`config.mk`:
```
export PLATFORM = sky130hd
export DESIGN_NAME = step_sequencer
export DESIGN_NICKNAME = d
export VERILOG_FILES = /design/src/rtl/seq_pkg.sv /design/src/rtl/seq_sync.sv /design/src/rtl/seq_route.sv /design/src/rtl/seq_decode.sv /design/src/rtl/step_sequencer.sv
export SDC_FILE = /design/constraint.sdc
export NUM_CORES = 1
export LEC_CHECK = 0
export BUFFER_PORTS_ARGS = -buffer_cell sky130_fd_sc_hd__buf_2
export CAP_MARGIN = 5
export CORE_ASPECT_RATIO = 1.1
export CORE_MARGIN = 5
export CORE_UTILIZATION = 45
export DETAILED_ROUTE_END_ITERATION = 7
export PLACE_DENSITY = 0.66
export SLEW_MARGIN = 20
export SYNTH_ARGS = -nofsm -noshare
export SYNTH_HDL_FRONTEND = slang
export SYNTH_HIERARCHICAL = 1
export SYNTH_SLANG_ARGS = --single-unit
```
`constraint.sdc`:
```
create_clock -name clk -period 2.4 [get_ports clk]
set_input_delay 0.24 -clock clk [delete_from_list [all_inputs] [get_ports clk]]
set_output_delay 0.24 -clock clk [all_outputs]
set_load 0.01 [all_outputs]
```
`src/rtl/seq_pkg.sv`:
```
package seq_pkg;
  typedef enum logic {
    PH_IDLE = 1'b0,
    PH_RUN  = 1'b1
  } phase_t;
endpackage

```
`src/rtl/seq_sync.sv`:
```
module seq_sync #(
  parameter int W      = 4,
  parameter int STAGES = 2
) (
  input  logic         clk,
  input  logic         rst,
  input  logic [W-1:0] async_i,
  output logic [W-1:0] sync_o
);
  logic [W-1:0] chain [STAGES];

  genvar s;
  generate
    for (s = 0; s < STAGES; s++) begin : g_stage
      always_ff @(posedge clk) begin
        if (rst) chain[s] <= '0;
        else if (s == 0) chain[s] <= async_i;
        else chain[s] <= chain[(s == 0) ? 0 : s-1];
      end
    end
  endgenerate

  assign sync_o = chain[STAGES-1];
endmodule

```
`src/rtl/seq_route.sv`:
```
module seq_route #(
  parameter int STEPS = 4,
  localparam int IW   = (STEPS > 1) ? $clog2(STEPS) : 1
) (
  input  logic             clk,
  input  logic             rst,
  input  logic [STEPS-1:0] lvl_i,
  input  logic [IW-1:0]    sel_i,
  output logic             adv_o
);
  logic [STEPS-1:0] prev_q;
  logic [STEPS-1:0] rise;

  always_ff @(posedge clk) begin
    if (rst) prev_q <= '0;
    else     prev_q <= lvl_i;
  end

  assign rise = lvl_i & ~prev_q;

  always_comb begin
    adv_o = 1'b0;
    for (int i = 0; i < STEPS; i++) begin
      if (sel_i == IW'(i)) adv_o = rise[i];
    end
  end
endmodule

```
`src/rtl/seq_decode.sv`:
```
module seq_decode #(
  parameter int STEPS = 4,
  localparam int IW   = (STEPS > 1) ? $clog2(STEPS) : 1
) (
  input  logic             clk,
  input  logic             rst,
  input  logic             act_i,
  input  logic [IW-1:0]    idx_i,
  output logic [STEPS-1:0] en_o
);
  genvar b;
  generate
    for (b = 0; b < STEPS; b++) begin : g_line
      always_ff @(posedge clk) begin
        if (rst) en_o[b] <= 1'b0;
        else     en_o[b] <= act_i && (idx_i == IW'(b));
      end
    end
  endgenerate
endmodule

```
`src/rtl/step_sequencer.sv`:
```
module step_sequencer #(
  parameter int STEPS       = 4,
  parameter int SYNC_STAGES = 2
) (
  input  logic             clk,
  input  logic             rst,
  input  logic             start,
  input  logic [STEPS-1:0] done_i,
  output logic [STEPS-1:0] run_en_o,
  output logic             seq_done_o
);
  import seq_pkg::*;

  localparam int IW = (STEPS > 1) ? $clog2(STEPS) : 1;
  localparam logic [IW-1:0] LAST = IW'(STEPS - 1);

  phase_t        phase_q, phase_d;
  logic [IW-1:0] idx_q, idx_d;
  logic          fin_d;
  logic [STEPS-1:0] done_s;
  logic          adv;

  seq_sync #(.W(STEPS), .STAGES(SYNC_STAGES)) u_sync (
    .clk(clk), .rst(rst), .async_i(done_i), .sync_o(done_s)
  );

  seq_route #(.STEPS(STEPS)) u_route (
    .clk(clk), .rst(rst), .lvl_i(done_s), .sel_i(idx_q), .adv_o(adv)
  );

  always_comb begin
    phase_d = phase_q;
    idx_d   = idx_q;
    fin_d   = seq_done_o;
    if (start) begin
      phase_d = PH_RUN;
      idx_d   = '0;
      fin_d   = 1'b0;
    end else if (phase_q == PH_RUN && adv) begin
      if (idx_q == LAST) begin
        phase_d = PH_IDLE;
        fin_d   = 1'b1;
      end else begin
        idx_d = idx_q + 1'b1;
      end
    end
  end

  always_ff @(posedge clk) begin
    if (rst) begin
      phase_q    <= PH_IDLE;
      idx_q      <= '0;
      seq_done_o <= 1'b0;
    end else begin
      phase_q    <= phase_d;
      idx_q      <= idx_d;
      seq_done_o <= fin_d;
    end
  end

  seq_decode #(.STEPS(STEPS)) u_dec (
    .clk(clk), .rst(rst), .act_i(phase_d == PH_RUN), .idx_i(idx_d), .en_o(run_en_o)
  );
endmodule

```
== Word level (Yosys, flattened, before mapping) ==
Memories as Yosys holds them, arrays and structs flattened.
Index checks and enable logic that the tools add are counted.

* Add/subtract/negate cells: 1
* Reductions and logical operators: 9
* Equal/unequal tests: 6
* Mux-type cells: 15
* Bitwise operators: 4

{| class="wikitable"
|+ Operators with widths
! cell !! count
|-
| 2-to-1 mux 1 bit || 10
|-
| == test 2 bit (second input constant) || 4
|-
| 2-to-1 mux 4 bit || 2
|-
| 2-to-1 mux 2 bit || 3
|-
| logical AND 1 bit || 5
|-
| AND 4 bit || 1
|-
| == test 2 x 1 -> 1 bit (second input constant) || 2
|-
| zero test 2 bit || 2
|-
| NOT 4 bit || 1
|-
| adder 2 x 1 -> 2 bit (second input constant) || 1
|-
| OR 1 bit || 2
|-
| AND reduction 2 bit || 1
|-
| OR reduction 2 bit || 1
|}

* Output and inout bits: 5
* Flip-flop bits (word level): 12
* Memories: 1
* RAM bits: 8
* Logic and storage cells: 44
* Input bits: 7

{| class="wikitable"
|+ Memories
! memory !! depth !! width !! rd ports !! clocked after Yosys merged registers in !! write ports !! RTL line !! RTL
|-
| u_sync.chain || 2 || 4 || 2 || 0 || 2 || seq_sync.sv:10 || <nowiki>logic [W-1:0] chain [STAGES];</nowiki>
|}

== Logic depth before layout (Yosys ltp) ==
Gate-level depths: netlist of run 1.

* Word-level depth: 11
* Depth in mapped cells: 5
* Gate-level depth less buffers: 5

== By module ==
Netlist of run 1, hierarchy kept.

{| class="wikitable"
|+ By module, submodules not included
! module !! cells each !! times used !! area an instance (um2)
|-
| seq_sync || 16 || 1 || 210.2
|-
| step_sequencer || 19 || 1 || 185.2
|-
| seq_route || 13 || 1 || 155.1
|-
| seq_decode || 8 || 1 || 130.1
|}

== Worst setup path after synthesis of run 1 ==
Ideal clock, no wire load.

* Kind: register -> register
* From: register idx_q[1]
* To: register u_dec.en_o[2]
* Stages on the path, launching flop included: 5
* Required time: 2283 ps
* Arrival: 1743 ps
* Path slack: 540 ps
* Path buffers: 0
* Cells stage by stage: dfxtp_1 mux4_2 and4b_1 nor3_1 and4bb_2

* Longest elaborated chain between the ends: 10
* Elaborated cells between the ends (all ways): 18
* Those cells by class: add/sub: 1; eq/ne: 4; mux: 10; reduce/logical: 3

{| class="wikitable"
|+ Ends and longest elaborated chain
! item !! RTL line !! RTL
|-
| from (decl) || step_sequencer.sv:18 || <nowiki>logic [IW-1:0] idx_q, idx_d;</nowiki>
|-
| from (signal assigned) || step_sequencer.sv:56 || <nowiki>idx_q <= idx_d;</nowiki>
|-
| zero test 2 bit || seq_route.sv:24 || <nowiki>if (sel_i == IW'(i)) adv_o = rise[i];</nowiki>
|-
| 2-to-1 mux 1 bit (3 in a row) || seq_route.sv:24 ||
|-
| 2-to-1 mux 1 bit * || seq_route.sv:24 ||
|-
| net adv || step_sequencer.sv:21 || <nowiki>logic adv;</nowiki>
|-
| logical AND 1 bit * || step_sequencer.sv:39 || <nowiki>end else if (phase_q == PH_RUN && adv) begin</nowiki>
|-
| 2-to-1 mux 2 bit * || step_sequencer.sv:39 ||
|-
| 2-to-1 mux 2 bit * || step_sequencer.sv:35 || <nowiki>if (start) begin</nowiki>
|-
| net idx_d[0] || step_sequencer.sv:18 ||
|-
| == test 2 bit * || seq_decode.sv:16 || <nowiki>else en_o[b] <= act_i && (idx_i == IW'(b));</nowiki>
|-
| logical AND 1 bit * || seq_decode.sv:16 ||
|-
| to (signal, indexed assignment) || seq_decode.sv:16 ||
|-
| to (decl) || seq_decode.sv:9 || <nowiki>output logic [STEPS-1:0] en_o</nowiki>
|}

Mark *: on every way through the listed nets, which the timed path passes. The rest lies on a longest branch.
A chain may end at the register's enable or synchronous reset.

== Worst setup path in the final report of run 1 ==
Ends and elaborated chain as after synthesis.

==> results of run 1 <==
## sequential cells by signal (all words and copies together) (netlist names)
name            cells
u_sync/chain        8
u_route/prev_q      4
seq_done_o          1
phase_q             1
idx_q               2
u_dec/en_o          4
## how the worst min path moves through the flow
stage / to / slack [ns] / depth (start not counted)
2_1_floorplan: u_route/prev_q[3] / 0.31 / 1
3_3_place_gp: u_sync/chain[1][0] / 0.42 / 1
3_5_place_dp: u_sync/chain[1][0] / 0.43 / 1
4_1_cts: u_sync/chain[0][0] / 0.15 / 2
5_1_grt: u_sync/chain[0][0] / 0.16 / 2
6_report: u_sync/chain[0][0] / 0.16 / 2
## where the power goes
part,total (W),internal (W),switching [W]
registers,0.000347,0.000342,0.00000437
logic,0.0000290,0.0000150,0.0000140
clock network,0.000144,0.0000583,0.0000855
## logic make-up (layout without fill, tap and decap cells)
group / count (synthesis) / count (layout) / share of synthesized area [%]
AO/OA/AOI/OAI: 4 / 4 / 4.04
buffers and inverters: 1 / 14 / 1.10
multiplexers: 1 / 1 / 3.31
flip-flops: 20 / 20 / 58.8
AND/OR/NAND/NOR: 30 / 30 / 32.7
## Yosys cell counts (2+ instances only)
cell       n  area [µm²]
dfxtp_1   20         400
nor2b_1   15        93.8
and4b_1    3        30.0
nor3_1     3        15.0
and4bb_2   2        25.0
nor2_1     2        7.51
## area by class of cell
type	instances	area [µm²]	area share [%]
tap	16	20.0	2.60
clock buffer	3	22.5	2.92
timing repair buffer	11	55.1	7.14
sequential	20	400	51.9
multi-input combinational	35	273	35.4
## metal layers
| metal | vias to the layer above | global-route usage (%) | routed length (µm) |
|---|---|---|---|
| met5 | - | 0 | 0 |
| met4 | 0 | 6.91 | 0 |
| met3 | 0 | 4.29 | 52 |
| met2 | 7 | 13.6 | 413 |
| met1 | 195 | 13.6 | 479 |
| li1 | 225 | - | - |
## per-stage QoR
step / total power, W / util, % / cells
5_1_grt: 0.000551 / 55.0 / 85
4_1_cts: 0.000532 / 55.0 / 85
3_5_place_dp: 0.000384 / 53.4 / 82
6_report: 0.000520 / 55.0 / 85
2_1_floorplan: 0.000372 / - / 56
3_3_place_gp: 0.000384 / 53.4 / 82
==> results.md, run 1 <==
* Status: completed
* Cts hold-fix bufs at 0
* Netlist area before placement at between 600 and 700 µm²
* Hold path startpoint: done_i[0]
* Crit path launch: idx_q[1]
* H-tree level count at 1
* Period utilization at around 83%
* Largest net degree at the start of global routing at 21
* Cell row count at 14
* Worst-Margin Slew at around 0.40 ns
* Ant. Diodes at 0
* Final Routed Wirelength at 945 µm
* CP top delay family: simple AND/OR/NAND/NOR gates
* Root Driver: clkbuf_4
* Synthesized flop and latch total at 20
* Pwr/cell area at slightly below 700 nW/µm²
* Ys async rst share at 0%
* Commonest non-fill, non-tap cells in the layout: dfxtp_1 (20), nor2b_1 (15), buf_2 (11)
* Placed cell area at 748 µm²
* Final Skew at between 0.002 and 0.003 ns
* Max Fanout on Critical Path at 6
* WP buf/inv at 0
* Required time worst endpoint at about 2.6 ns
* FMAX at roughly 500 MHz
* Startpoint types: register
* Pre-CTS WS at 0.418 ns
* Die H at approximately 50 µm
* Slew Viols, Final at 0
* Worst stage delay on the critical path at 0.58 ns
* Hold Fails Final Rpt at 0
* Vias per std cell at about 5.0
* Number of nets in the layout at ~80
* Hold Slack at roughly 0.16 ns
* Leakage power total at about 0.32 nW
* Ys flop type: dfxtp_1
* Synth unique cells at 17
* Number of flops mapped to enable cells by yosys at 0
* Unrepaired setup endpoints after global routing: false
* Hold WC Path Type: primary input to register
* CTS max path bufs at 2
* WL per Instance at roughly 11 µm
* DRT Pass-1 Iters at 4
* Post-CTS sizing at 0
* Remaining DRCs at 0
* Grt ovf at 0
* Initial DRC count at 2
* Clock transition at the registers of the reported paths at around 0.090 ns
* CP Cell Sequence: mux4_2 -> and4b_1 -> nor3_1 -> and4bb_2
* Chip width at about 47 µm
* Crit path DAT at about 2.2 ns
* Slew HR at around three quarters
* GP Congestion at approximately 0.7
* Vias at ~430
* Global-route wire length before repair at 1.77 mm
* All-layer global routing usage at about a tenth
* Antenna-violating nets left at 0
* CP Capture Type: register
* R2r startpoint: idx_q[1]
* Mapped Cells at 56
* Register area share after synthesis at between 50% and 60%
* R2r setup slk at ~0.40 ns
* WP depth at 4
* Core outline area at between 1000 and 1500 µm²
* PortBufs at 11
* Setup Crit Path Kind: register to register
* Min cycle time layout at 2.00 ns
* Syn nets at between 60 and 70
* Average cell area after synthesis at roughly 12 µm²
* CP Capture Point: u_dec/en_o[2]
* Synth warn at 6
* Layout area overhead at 13.2%
* Commonest non-fill, non-tap cell in the layout: dfxtp_1
* Max-Cap Viols at 0
* Post-detail-place hpwl at 687 µm
* CTS sink cnt at 20
* Final setup viols at 0
* Final worst slack at between 0.4 and 0.5 ns
* Post-route setup TNS at 0 ns
* Total CTS buffers at 3
* Die ar. at 2390 µm²
* Number of I/O pins at 12
* CTS tree: done
* R2r endpoint: u_dec/en_o[2]
* Worst Reg-to-Reg Cells at 4
* Initial antenna violation count at 0
* Worst vdd ir at 0.000352 V
* Clk_lat worst skew at between 0.2 and 0.3 ns
* Initial Utilization at between 40% and 50%
* Post-CTS setup buffers at 0
* Final instance area at a little under 800 µm²
* Share of cells above drive strength 1 at a little under a third
* Slowest stage cell, crit path: mux4_2
* # fillers at 140
* Vias in the first global route at about 420
Note: power is estimated with default switching activity, not from simulation.
==> run 2: changes to the inputs <==
--- a/config.mk
+++ b/config.mk
@@ -11,7 +11,7 @@
 export CORE_MARGIN = 5
 export CORE_UTILIZATION = 45
 export DETAILED_ROUTE_END_ITERATION = 7
-export PLACE_DENSITY = 0.66
+export PLACE_DENSITY = 0.69
 export SLEW_MARGIN = 20
 export SYNTH_ARGS = -nofsm -noshare
 export SYNTH_HDL_FRONTEND = slang
==> constraint.sdc (replaced) <==
create_clock -name clk -period 1.75 [get_ports clk]
set_input_delay 0.175 -clock clk [delete_from_list [all_inputs] [get_ports clk]]
set_output_delay 0.175 -clock clk [all_outputs]
set_load 0.01 [all_outputs]
==> results.md, run 2 (synthesis gave the netlist of run 1 again) <==
* Final Util at between 50% and 60%
* Worst vdd ir at roughly 0.00050 V
* Commonest non-fill, non-tap cells in the layout: dfxtp_1 (19), nor2b_1 (15), buf_2 (11)
* Final setup viols at 0
* Total CTS buffers at 3
* Die H at approximately 51 µm
* CTS max path bufs at 2
* Number of nets in the layout at 81
* Final total power at between 0.0007 and 0.0008 W
* Cts hold-fix bufs at 0
* Multi-input logic area at about 310 µm²
* Final cell count without fillers at 88
* Commonest non-fill, non-tap cell in the layout: dfxtp_1
* Final Skew at ~0.006 ns
* CP Capture Type: register
* Setup Crit Path Kind: register to register
* CTS tree: done
* Vias per std cell at approximately 5.2
* Pre-CTS WS at -0.0253 ns
* Vias in the first global route at around 430
* Initial antenna violation count at 0
* CTS sink cnt at 20
* Cell row count at 14
* Chip width at approximately 47 µm
* Biggest register: u_sync/chain
* WL per Instance at roughly 12 µm
* Root Driver: clkbuf_4
* Initial Utilization at 48.6%
* Hold WC Path Type: primary input to register
* Biggest regs: u_sync/chain x8, u_dec/en_o x4, u_route/prev_q x4
* Vias at around 450
* FMAX at between 600 and 700 MHz
* All-layer global routing usage at a little over a tenth
* Slew HR at between 70 and 80%
* Global-route wire length before repair at about 1.8 mm
* Number of I/O pins at 12
* Slew Viols, Final at 0
* Startpoint types: register
* Initial DRC count at 3
* Worst-Margin Slew at approximately 0.35 ns
* Post-CTS setup buffers at 0
* DRT Pass-1 Iters at 2
* Max-Cap Viols at 0
* Final worst slack at about 0.10 ns
* Post-detail-place hpwl at 748 µm
* Pwr/cell area at roughly 870 nW/µm²
* Layout area overhead at 22.6%
* Unrepaired setup endpoints after global routing: false
* Clock transition at the registers of the reported paths at around 0.10 ns
* Final Routed Wirelength at about 1.1 mm
* Hold Fails Final Rpt at 0
* Die ar. at 2390 µm²
* PortBufs at 11
* Dpl cells at 85
* Register area at approximately 400 µm²
* Leakage power total at around 0.35 nW
* Clk_lat worst skew at 0.29 ns
* Period utilization at a little over nine tenths
* Largest net degree at the start of global routing at 21
* Antenna-violating nets left at 0
* Hold Slack at between 0.08 and 0.09 ns
* Max Fanout on Critical Path at 5
* Grt ovf at 0
* Remaining DRCs at 0
* # fillers at approximately 130
* H-tree level count at 1
* Status: completed
* Max reg flops at 8
* Core outline area at around 1400 µm²
* GP Congestion at approximately 0.77
* Share of cells above drive strength 1 at roughly two fifths
* Crit path DAT at 1.88 ns
* Required time worst endpoint at roughly 2.0 ns
* Min cycle time layout at roughly 1.6 ns
* Ant. Diodes at 0
-- run 2: final cells by class --
class	instances	area share (%)
clock buffers	3	2.70
multi-input cells	35	37.5
repair buffers	14	9.30
flip-flops and latches	20	48.1
well taps	16	2.40
-- run 2: final timing paths --
check,start,to,slack (ns),cells past startpoint
worst max-delay path,u_sync/chain[1][3],u_dec/en_o[1],0.10,6
worst min-delay path,done_i[3],u_sync/chain[0][3],0.09,2
worst max register to register,u_sync/chain[1][3],u_dec/en_o[1],0.10,6
worst min register to register,u_sync/chain[0][2],u_sync/chain[1][2],0.44,1
-- run 2: metrics by stage --
stage / cell area [µm²] / setup TNS, ns
after floorplan: 687 / 0
after CTS: 800 / 0
after detailed placement: 777 / -0.0253
after global routing: 835 / 0
after global placement: 777 / 0
final: 835 / 0
-- run 2: worst max-delay path, stage by stage, from the launching register on --
cell and delay (ns):
dfxtp_1 0.32, nor2b_1 0.12, mux4_2 0.47, buf_4 0.18, a31oi_4 0.16, nor2_2 0.08, and4bb_2 0.28
-- run 2: per-layer routing --
metal	vias up	share of wire (%)	GRT usage, %	wire (µm)
met2	7	47	15.6	500
met3	2	5.5	4.64	59
li1	232	-	-	-
met4	0	0.38	5.53	4
met5	-	0	0	0
met1	213	47	12.6	502
-- run 2: timing repair --
item / in CTS / in global routing
setup endpoints to repair: 1 / 4
pin swaps: 2 / 1
gates resized for setup: 0 / 6
-- run 2: power breakdown --
part           switching (W)  leakage (nW)  internal (W)  total (W)
combinational      0.0000224         0.167     0.0000232  0.0000456
sequential        0.00000772         0.164      0.000470   0.000477
clock               0.000123        0.0138     0.0000798   0.000202
total               0.000153         0.345      0.000573   0.000725
